<file path="src/rtl/qbd_pkg.sv">
package qbd_pkg;
  localparam int OP_W = 2;

  typedef enum logic [1:0] {
    SQ_IDLE = 2'd0,
    SQ_CMD  = 2'd1,
    SQ_LOW  = 2'd2,
    SQ_DATA = 2'd3
  } seq_state_e;

  localparam logic [OP_W-1:0] OP_READ  = 2'b00;
  localparam logic [OP_W-1:0] OP_WRITE = 2'b01;
  localparam logic [OP_W-1:0] OP_OR    = 2'b10;
  localparam logic [OP_W-1:0] OP_AND   = 2'b11;
endpackage

</file>
<file path="src/rtl/qbd_pin_cell.sv">
module qbd_pin_cell (
  input  logic clk,
  input  logic rst_n,
  input  logic val_d,
  input  logic flt_d,
  output logic drv_low,
  output logic drv_high,
  output logic pullup_on
);
  logic val_q, flt_q, hi_q;
  logic val_n, hi_n;

  // a floating pin is remembered as high, so a later 1 makes no pulse
  always_comb begin
    val_n = flt_d ? 1'b1 : val_d;
    hi_n  = !flt_d && val_d && !val_q;
  end

  always_ff @(posedge clk or negedge rst_n) begin
    if (!rst_n) begin
      val_q <= 1'b1;
      flt_q <= 1'b0;
      hi_q  <= 1'b0;
    end else begin
      val_q <= val_n;
      flt_q <= flt_d;
      hi_q  <= hi_n;
    end
  end

  assign drv_low   = !flt_q && !val_q;
  assign pullup_on = !flt_q && val_q;
  assign drv_high  = hi_q;

  assert_low_pullup_excl_R2: assert property (@(posedge clk) disable iff (!rst_n)
    !(drv_low && pullup_on));
  assert_pulse_one_clock_R3: assert property (@(posedge clk) disable iff (!rst_n)
    drv_high |=> !drv_high);
  assert_rise_gives_pulse_R3: assert property (@(posedge clk) disable iff (!rst_n)
    (pullup_on && $past(drv_low)) |-> drv_high);
endmodule

</file>
<file path="src/rtl/qbd_exp_seq.sv">
module qbd_exp_seq #(
  parameter int SEL_W = 2,
  localparam int W = qbd_pkg::OP_W + SEL_W
) (
  input  logic                    clk,
  input  logic                    rst_n,
  input  logic                    req,
  input  logic                    fetch_active,
  input  logic [qbd_pkg::OP_W-1:0] op,
  input  logic [SEL_W-1:0]        sel,
  input  logic [W-1:0]            wdata,
  input  logic [W-1:0]            pin_in,
  output logic                    busy,
  output logic                    prog,
  output logic                    done,
  output logic                    done_read,
  output logic [W-1:0]            rdata,
  output logic                    finish,
  output logic [W-1:0]            fin_val,
  output logic                    own_d,
  output logic                    own_flt_d,
  output logic [W-1:0]            own_val_d
);
  import qbd_pkg::*;

  seq_state_e            state_q, state_d;
  logic [OP_W-1:0]       op_q, op_d;
  logic [SEL_W-1:0]      sel_q, sel_d;
  logic [W-1:0]          wd_q, wd_d;
  logic                  prog_q, prog_d;
  logic                  done_q, done_d;
  logic                  dread_q, dread_d;
  logic [W-1:0]          rdata_q;
  logic                  rdata_en;

  always_comb begin
    state_d = state_q;
    op_d    = op_q;
    sel_d   = sel_q;
    wd_d    = wd_q;
    unique case (state_q)
      SQ_IDLE: if (req && !fetch_active) begin
        state_d = SQ_CMD;
        op_d    = op;
        sel_d   = sel;
        wd_d    = wdata;
      end
      SQ_CMD:  state_d = SQ_LOW;
      SQ_LOW:  state_d = SQ_DATA;
      SQ_DATA: state_d = SQ_IDLE;
      default: state_d = SQ_IDLE;
    endcase
  end

  always_comb begin
    finish    = (state_q == SQ_DATA);
    fin_val   = (op_q == OP_READ) ? {W{1'b1}} : wd_q;
    own_d     = (state_d != SQ_IDLE);
    own_flt_d = (state_d == SQ_DATA) && (op_d == OP_READ);
    own_val_d = (state_d == SQ_DATA) ? wd_d : {op_d, sel_d};
    prog_d    = !((state_d == SQ_LOW) || (state_d == SQ_DATA));
    done_d    = finish;
    dread_d   = finish && (op_q == OP_READ);
    rdata_en  = dread_d;
  end

  always_ff @(posedge clk or negedge rst_n) begin
    if (!rst_n) begin
      state_q <= SQ_IDLE;
      op_q    <= OP_READ;
      sel_q   <= '0;
      wd_q    <= '0;
      prog_q  <= 1'b1;
      done_q  <= 1'b0;
      dread_q <= 1'b0;
    end else begin
      state_q <= state_d;
      op_q    <= op_d;
      sel_q   <= sel_d;
      wd_q    <= wd_d;
      prog_q  <= prog_d;
      done_q  <= done_d;
      dread_q <= dread_d;
    end
  end

  always_ff @(posedge clk or negedge rst_n) begin
    if (!rst_n) rdata_q <= '0;
    else if (rdata_en) rdata_q <= pin_in;
  end

  assign busy      = (state_q != SQ_IDLE);
  assign prog      = prog_q;
  assign done      = done_q;
  assign done_read = dread_q;
  assign rdata     = rdata_q;

  assert_prog_low_only_busy_R8: assert property (@(posedge clk) disable iff (!rst_n)
    !prog |-> busy);
  assert_prog_low_two_clocks_R8: assert property (@(posedge clk) disable iff (!rst_n)
    $fell(prog) |=> (!prog ##1 prog));
  assert_done_at_end_R10: assert property (@(posedge clk) disable iff (!rst_n)
    $fell(busy) |-> done);
endmodule

</file>
<file path="src/rtl/qbd_nibble_port.sv">
module qbd_nibble_port #(
  parameter int SEL_W = 2,
  localparam int W = qbd_pkg::OP_W + SEL_W
) (
  input  logic                     clk,
  input  logic                     rst_n,
  input  logic                     wr_req,
  input  logic [W-1:0]             wr_data,
  input  logic                     fetch_active,
  input  logic [W-1:0]             fetch_addr,
  input  logic                     exp_req,
  input  logic [qbd_pkg::OP_W-1:0] exp_op,
  input  logic [SEL_W-1:0]         exp_sel,
  input  logic [W-1:0]             exp_wdata,
  input  logic [W-1:0]             pin_in,
  output logic [W-1:0]             drv_low,
  output logic [W-1:0]             drv_high,
  output logic [W-1:0]             pullup_on,
  output logic                     prog,
  output logic                     exp_busy,
  output logic                     exp_done,
  output logic [W-1:0]             exp_rdata
);
  logic [W-1:0] latch_q, latch_d;
  logic [W-1:0] pin_val_d;
  logic         pin_flt_d;
  logic         finish, own_d, own_flt_d, done_read;
  logic [W-1:0] fin_val, own_val_d;
  logic         latch_en;

  qbd_exp_seq #(.SEL_W(SEL_W)) i_seq (
    .clk         (clk),
    .rst_n       (rst_n),
    .req         (exp_req),
    .fetch_active(fetch_active),
    .op          (exp_op),
    .sel         (exp_sel),
    .wdata       (exp_wdata),
    .pin_in      (pin_in),
    .busy        (exp_busy),
    .prog        (prog),
    .done        (exp_done),
    .done_read   (done_read),
    .rdata       (exp_rdata),
    .finish      (finish),
    .fin_val     (fin_val),
    .own_d       (own_d),
    .own_flt_d   (own_flt_d),
    .own_val_d   (own_val_d)
  );

  // the expander result wins; core writes are held off while it runs
  always_comb begin
    latch_en = finish || (wr_req && !exp_busy);
    latch_d  = finish ? fin_val : wr_data;
  end

  always_ff @(posedge clk or negedge rst_n) begin
    if (!rst_n) latch_q <= '1;
    else if (latch_en) latch_q <= latch_d;
  end

  always_comb begin
    if (own_d)             pin_val_d = own_val_d;
    else if (fetch_active) pin_val_d = fetch_addr;
    else                   pin_val_d = latch_en ? latch_d : latch_q;
    pin_flt_d = own_d && own_flt_d;
  end

  for (genvar b = 0; b < W; b++) begin : g_pin
    qbd_pin_cell i_cell (
      .clk      (clk),
      .rst_n    (rst_n),
      .val_d    (pin_val_d[b]),
      .flt_d    (pin_flt_d),
      .drv_low  (drv_low[b]),
      .drv_high (drv_high[b]),
      .pullup_on(pullup_on[b])
    );
  end

  assert_fetch_shows_addr_R5: assert property (@(posedge clk) disable iff (!rst_n)
    ($past(fetch_active) && !$past(exp_busy)) |-> (pullup_on == $past(fetch_addr)));
  assert_read_leaves_high_R10: assert property (@(posedge clk) disable iff (!rst_n)
    (exp_done && done_read && !$past(fetch_active)) |-> (pullup_on == {W{1'b1}}));
  assert_write_ignored_busy_R11: assert property (@(posedge clk) disable iff (!rst_n)
    (exp_busy && !finish) |=> $stable(latch_q));
endmodule

</file>
<file path="config.mk">
export PLATFORM = sky130hd
export DESIGN_NAME = qbd_nibble_port
export DESIGN_NICKNAME = d
export VERILOG_FILES = /design/src/rtl/qbd_pkg.sv /design/src/rtl/qbd_pin_cell.sv /design/src/rtl/qbd_exp_seq.sv /design/src/rtl/qbd_nibble_port.sv
export SDC_FILE = /design/constraint.sdc
export NUM_CORES = 1
export LEC_CHECK = 0
export BUFFER_PORTS_ARGS = -buffer_cell sky130_fd_sc_hd__buf_4
export CORE_ASPECT_RATIO = 1.4
export CORE_MARGIN = 2
export CORE_UTILIZATION = 40
export CTS_BUF_LIST = sky130_fd_sc_hd__clkbuf_4 sky130_fd_sc_hd__clkbuf_8
export CTS_CLUSTER_DIAMETER = 30
export DETAILED_ROUTE_END_ITERATION = 12
export PLACE_DENSITY = 0.77
export SKIP_LAST_GASP = 1
export SLEW_MARGIN = 20
export SYNTH_ARGS = -nofsm -noshare
export SYNTH_HDL_FRONTEND = slang
export SYNTH_SLANG_ARGS = --single-unit
</file>
<file path="constraint.sdc">
create_clock -name clk -period 1.6 [get_ports clk]
set_input_delay 0 -clock clk [delete_from_list [all_inputs] [get_ports clk]]
set_output_delay 0 -clock clk [all_outputs]
set_load 0.01 [all_outputs]
</file>
==> results of run 1 <==
-- cells in the mapped netlist, drive strengths merged, types with 4 or more instances --
cell type and instances:
a21oi 8, mux2 4, nand2b 4, nor2 13, buf 14, mux4 4, dfstp 9, nor2b 4
ha 4, inv 6, nand2 26, dfrtp 20, and3 4
-- power groups by stage --
| stage | Sequential, mW | Clock (mW) | Combinational [mW] |
|---|---|---|---|
| detailed placement | 1.44 | 0 | 2.71 |
| floorplan | 1.42 | 0 | 1.78 |
| CTS | 1.43 | 0.663 | 2.90 |
| global placement | 1.43 | 0 | 2.66 |
| finish | 1.44 | 0.644 | 2.93 |
| global route | 1.50 | 0.711 | 3.19 |
-- registers in the layout, summed over array words and instances (netlist names) --
name and count:
i_seq.prog 1, i_seq.op_q 2, g_pin.i_cell.flt_q 1, i_seq.state_q 2, i_seq.rdata 4, i_seq.sel_q 2, i_seq.done 1, g_pin.i_cell.val_q 4
g_pin.i_cell.drv_high 4, latch_q 4, i_seq.wd_q 4
-- cell type report --
cell class | instances | area, sq um
clock buffers | 8 | 97.6
fillers | 340 | 1530
repair buffers | 83 | 659
inverters | 6 | 25.0
multi-input cells | 103 | 812
well taps | 43 | 53.8
flip-flops and latches | 29 | 737
-- per-layer routing --
metal	vias to the layer above	track usage [%]
li1	677	-
met1	672	21.9
met2	30	33.6
met3	5	5.54
met4	0	8.37
met5	-	0
-- worst paths after layout --
check                                                           to  depth (start not counted)                       start
min in group clk                              latch_q[3]$_DFF_PN1_                          4                  wr_data[3]
worst min register to register            i_seq.sel_q[0]$_DFF_PN0_                          2    i_seq.sel_q[0]$_DFF_PN0_
worst max-delay path            g_pin[0].i_cell.drv_high$_DFF_PN0_                          7  i_seq.state_q[0]$_DFF_PN0_
worst max register to register  g_pin[0].i_cell.drv_high$_DFF_PN0_                          7  i_seq.state_q[0]$_DFF_PN0_
worst min-delay path                    i_seq.rdata[0]$_DFFE_PN0P_                          2                       rst_n
max in group asynchronous                     latch_q[1]$_DFF_PN1_                          2                       rst_n
-- worst max-delay path: cells and delay by family, from the launching register on --
| kind | cells | cell delay (ns) |
|---|---|---|
| multiplexers | 1 | 0.52 |
| AO/OA/AOI/OAI | 2 | 0.20 |
| AND/OR/NAND/NOR | 1 | 0.22 |
| buffers and inverters | 2 | 0.20 |
| flip-flops | 1 | 0.39 |
| adder cells (fa/ha/maj) | 1 | 0.16 |
-- logic make-up (layout without fill, tap and decap cells) --
family | after synthesis | in the layout | synth area share (%)
compound gates | 29 | 29 | 14.0
buf+inv | 22 | 97 | 9.23
mux | 9 | 9 | 9.77
fa+ha+maj | 4 | 4 | 3.10
flops | 29 | 29 | 45.7
simple gates | 61 | 61 | 18.2
-- timing repair --
action | CTS | global route
setup endpoints to repair | 13 | 13
gates resized for setup | 9 | 4
buffers inserted | 2 | 0
hold buffers | 13 | 0
endpoints found under the hold margin | 41 | 0
pin swaps | 4 | 2
==> flow_summary.toml, run 1 <==
[status]
outcome = "finished, violations left"
violations = "negative setup slack"

[placement]
dp_cells = 249
portBuffers = 43
hpwl_um = 2830
gp_congestion = 0.875
pre_cts_slack_ns = -0.205
dpl_cell_area_sq_um = 2070

[power]
intPower_mw = 3.18
comb_power_share_pct = 58.4
fin_total_pwr_mw = 5.01
power_switching_mw = 1.84
pwr-share-clk_pct = 12.9
p_sw_share_pct = 36.7
sequentialPowerShare_pct = 28.7
peakVddDrop_v = 0.00126
power_per_cell_area_nw_per_um2 = 2100
leakage_nw = 1.11

[global_routing]
grt_usage_pct = 19.5
grt_pass1_wl_um = 6580
antenna_found_initial = 0
overflow = 0
grt_pass1_vias = 1432
grt_max_degree = 30

[synthesis]
ys_seq_area_share_pct = 45.7
ys_ff_latch = 29
synth_ff_type = "dfrtp_1"
syn_area_sq_um = 1610
yosysWarnings = 0
synthTopCellsByArea = "dfrtp_1 31%, dfstp_2 15%, nand2_1 6.1%"
synth_cell_types = 39
syn_inst = 154
async_flop_share_pct = 100
syn_avg_cell_area_sq_um = 10.5
synth.net_count = 183
yosys.area.top_type = "dfrtp_1"
netlist.area_leader.share_pct = 31.0
synth_edf_count = 0

[routing]
m1WireLength_um = 1520
drc = 0
route.met3.wl_um = 161
drtIter0Drc = 26
antenna_left = 0
drt_wl_total_um = 3830
via_per_inst = 5.09
wl_met2_um = 2080
routedWlPerCell_um = 14.1
highest_layer = "met4"
via_count = 1384
drt-pass1-iter-count = 4

[layout]
fin_nets = 257
final_common_cell = "buf_4"
drive_above_1_share_pct = 50.7
fin_util_pct = 60.9
final_cells = 272
diodes = 0
postLayoutCellArea_sq_um = 2380
area_growth_pct = 47.9
final_cell_mix = "69 x buf_4, 26 x nand2_1, 20 x dfrtp_1, 13 x dlygate4sd3_1, 12 x nor2_1"

[worst_setup_path]
critPathKind = "reg2reg"
cp-start-kind = "flip-flop"
reg2reg_slack_ns = -0.20
crit_arrival_ns = 1.97
cpPeakStageDelay_ns = 0.52
path_cells = "inv_2, ha_4, and3b_2, buf_6, mux4_2, o211ai_1, a21oi_1"
crit_path_end_kind = "flip-flop"
slowest_stage = "mux4_2"
required_ns = 1.77
crit_fanout = 7

[floorplan]
die-area_sq_um = 4560
die_y_um = 79.1
rows = 27
io_pins = 44
die_w_um = 57.7
start_util_pct = 41.2
coreArea_sq_um = 3920

[timing]
worstMarginPinSlew_ns = 0.402
worst_slack_ns = -0.203
rsz0062_at_grt = "yes"
period_share_pct = 113
fin_skew_ns = 0.00309
fmax_mhz = 555
holdWs_ns = 0.172
tns_ns = -1.39
hold_violations = 0
maxSlewHeadroom_pct = 72.5
drv_slew = 0
setup_viol = 8
fin_crit_ns = 1.80

[clocking]
cts_made_buffers = 5
cts.clk_slew.worst_paths_ns = 0.06
htree_levels = 2
clk_latency_ns = 0.28
clock_sinks = 29
cts_buffer_depth = 2
clockRootBuffer = "clkbuf_8"
tritoncts = "done"

[run]
cap_violations = 0

[min_path]
worstHoldPathType = "in2async"
No activity file was read; power rests on OpenSTA's default activity.
==> inputs of run 2 (changes only) <==
Settings changed: ABC_AREA set to 1.
==> run 2 against run 1 <==
  * The run now ends clean
  * Clock-buffer cell count fell by 1
  * Worst hold slack got worse by 0.14 ns
  * Critical path type unchanged
  * Worst setup slack improved by 0.28 ns
  * Final cell count rose by 14%
  * Final area fell by 5.0%
  * Critical path depth rose by 4
  * Flip-flop and latch count did not move
  * Wire length rose by 2.4%
  * Via count rose by 7.9%
==> flow_summary.toml, run 2 <==
[synthesis]
syn_inst = 206
netlist.area_leader.share_pct = 31.1
synth_ff_type = "dfrtp_1"
synth.net_count = 235
synthTopCellsByArea = "dfrtp_1 31%, dfstp_2 15%, nand2_1 14%"
ys_seq_area_share_pct = 45.8
synth_edf_count = 0
syn_avg_cell_area_sq_um = 7.80
async_flop_share_pct = 100
synthTopCellsByCount = "59 x nand2_1, 29 x inv_1, 27 x nand3_1, 20 x dfrtp_1, 19 x nor2_1"
yosys.area.top_type = "dfrtp_1"
ys_ff_latch = 29
yosysWarnings = 0
syn_area_sq_um = 1610
synth_cell_types = 19
synth_most_common_cell = "nand2_1"

[floorplan]
die_w_um = 57.6
rows = 27
coreArea_sq_um = 3880
die-area_sq_um = 4550
io_pins = 44
die_y_um = 79.0
start_util_pct = 41.4

[layout]
diodes = 0
multi_input_area_sq_um = 736
nFillCells = 348
fin_nets = 294
drive_above_1_share_pct = 40.6
final_common_cell = "buf_4"
postLayoutCellArea_sq_um = 2270
final_cell_mix = "57 x buf_4, 55 x nand2_1, 26 x nand3_1, 24 x inv_1, 20 x dfrtp_1"
seq_area_sq_um = 737
area_growth_pct = 40.9
fin_util_pct = 58.3

[timing]
maxSlewHeadroom_pct = 75.8
fin_skew_ns = 0.00487
period_share_pct = 95.1
rsz0062_at_grt = "yes"
fin_crit_ns = 1.52
worstMarginPinSlew_ns = 0.364
hold_violations = 0
fmax_mhz = 658
worst_slack_ns = 0.0792
setup_viol = 0
holdWs_ns = 0.0343
drv_slew = 0

[worst_setup_path]
crit_path_end_kind = "flip-flop"
required_ns = 1.78
reg2reg_slack_ns = 0.08
critPathKind = "reg2reg"
cp-start-kind = "flip-flop"
crit_arrival_ns = 1.70
crit_fanout = 5

[run]
cap_violations = 0

[routing]
drc = 0
via_per_inst = 4.83
drtIter0Drc = 50
drt-pass1-iter-count = 4
antenna_left = 0
via_count = 1494
drt_wl_total_um = 3920
routedWlPerCell_um = 12.7

[power]
p_sw_share_pct = 41.3
intPower_mw = 2.78
leakage_nw = 1.24
fin_total_pwr_mw = 4.74
pwr-share-clk_pct = 13.9
sequentialPowerShare_pct = 29.0
power_switching_mw = 1.95
comb_power_share_pct = 57.1
power_per_cell_area_nw_per_um2 = 2090
peakVddDrop_v = 0.00138

[clocking]
cts.clk_slew.worst_paths_ns = 0.06
clockRootBuffer = "clkbuf_8"
clock_sinks = 29
cts_buffer_depth = 2
clk_latency_ns = 0.28
htree_levels = 2
cts_made_buffers = 5
tritoncts = "done"

[placement]
portBuffers = 43
hpwl_um = 2810
dpl_cell_area_sq_um = 1950
gp_congestion = 0.916
pre_cts_slack_ns = -0.119

[status]
outcome = "finished, final reports clean"

[min_path]
worstHoldPathType = "in2reg"

[global_routing]
antenna_found_initial = 0
overflow = 0
grt_max_degree = 30
grt_usage_pct = 17.9
grt_pass1_wl_um = 6070
grt_pass1_vias = 1428
-- run 2: through the flow --
| step | cells | setup TNS [ns] |
|---|---|---|
| 2_1_floorplan | 206 | 0 |
| 3_3_place_gp | 286 | -0.0527 |
| 3_5_place_dp | 286 | -0.813 |
| 4_1_cts | 304 | 0 |
| 5_1_grt | 309 | -0.160 |
| 6_report | 309 | 0 |
-- run 2: path summary, 6_finish.rpt --
check / endpoint / startpoint / cells after the start
worst max-delay path: g_pin[2].i_cell.drv_high$_DFF_PN0_ / i_seq.state_q[0]$_DFF_PN0_ / 11
worst min-delay path: i_seq.wd_q[0]$_DFF_PN0_ / exp_wdata[0] / 3
worst max register to register: g_pin[2].i_cell.drv_high$_DFF_PN0_ / i_seq.state_q[0]$_DFF_PN0_ / 11
worst min register to register: i_seq.sel_q[1]$_DFF_PN0_ / i_seq.sel_q[1]$_DFF_PN0_ / 2
max in group asynchronous: latch_q[3]$_DFF_PN1_ / rst_n / 2
min in group asynchronous: g_pin[1].i_cell.drv_high$_DFF_PN0_ / rst_n / 2
-- run 2: cell families after synthesis --
logic type / after synthesis / share of synthesized area (%)
buffers and inverters: 48 / 14.4
AO/OA/AOI/OAI: 2 / 0.623
adder cells (fa/ha/maj): 4 / 3.11
flip-flops: 29 / 45.8
AND/OR/NAND/NOR: 119 / 33.2
multiplexers: 4 / 2.80
-- run 2: critical path: stages (launching register included) --
cell     delay, ns
dfrtp_1       0.39
inv_2         0.14
ha_4          0.15
inv_2         0.03
nor2_1        0.09
nand2_1       0.08
nand2_2       0.13
nand2_4       0.10
nand3_1       0.14
nand2_1       0.07
nand2_1       0.06
inv_1         0.03
-- run 2: cell type report --
class | count | share of cell area (%)
flip-flops and latches | 29 | 32.5
multi-input cells | 131 | 32.5
repair buffers | 66 | 22.9
inverters | 32 | 5.30
clock buffers | 7 | 4.25
well taps | 43 | 2.37
clock inverters | 1 | 0.221
-- run 2: layer usage --
| metal | vias up | routed length [um] | track usage [%] |
|---|---|---|---|
| met5 | - | 0 | 0 |
| met4 | 0 | 164 | 11.6 |
| met3 | 14 | 228 | 4.72 |
| met2 | 51 | 2140 | 31.7 |
| met1 | 685 | 1390 | 18.0 |
| li1 | 744 | - | - |
-- run 2: timing repair --
action,4_1_cts,5_1_grt
cloned,0,2
hold buffers,9,0
setup endpoints to repair,8,8
gates resized for setup,3,18
pin swaps,1,8
endpoints found under the hold margin,37,0
buffers inserted,1,3
-- run 2: power groups by stage --
stage	Sequential [mW]	Combinational [mW]	Clock, mW
floorplan	1.37	1.62	0
finish	1.37	2.71	0.656
global placement	1.37	2.28	0
global route	1.42	3.00	0.706
CTS	1.37	2.40	0.674
detailed placement	1.38	2.33	0
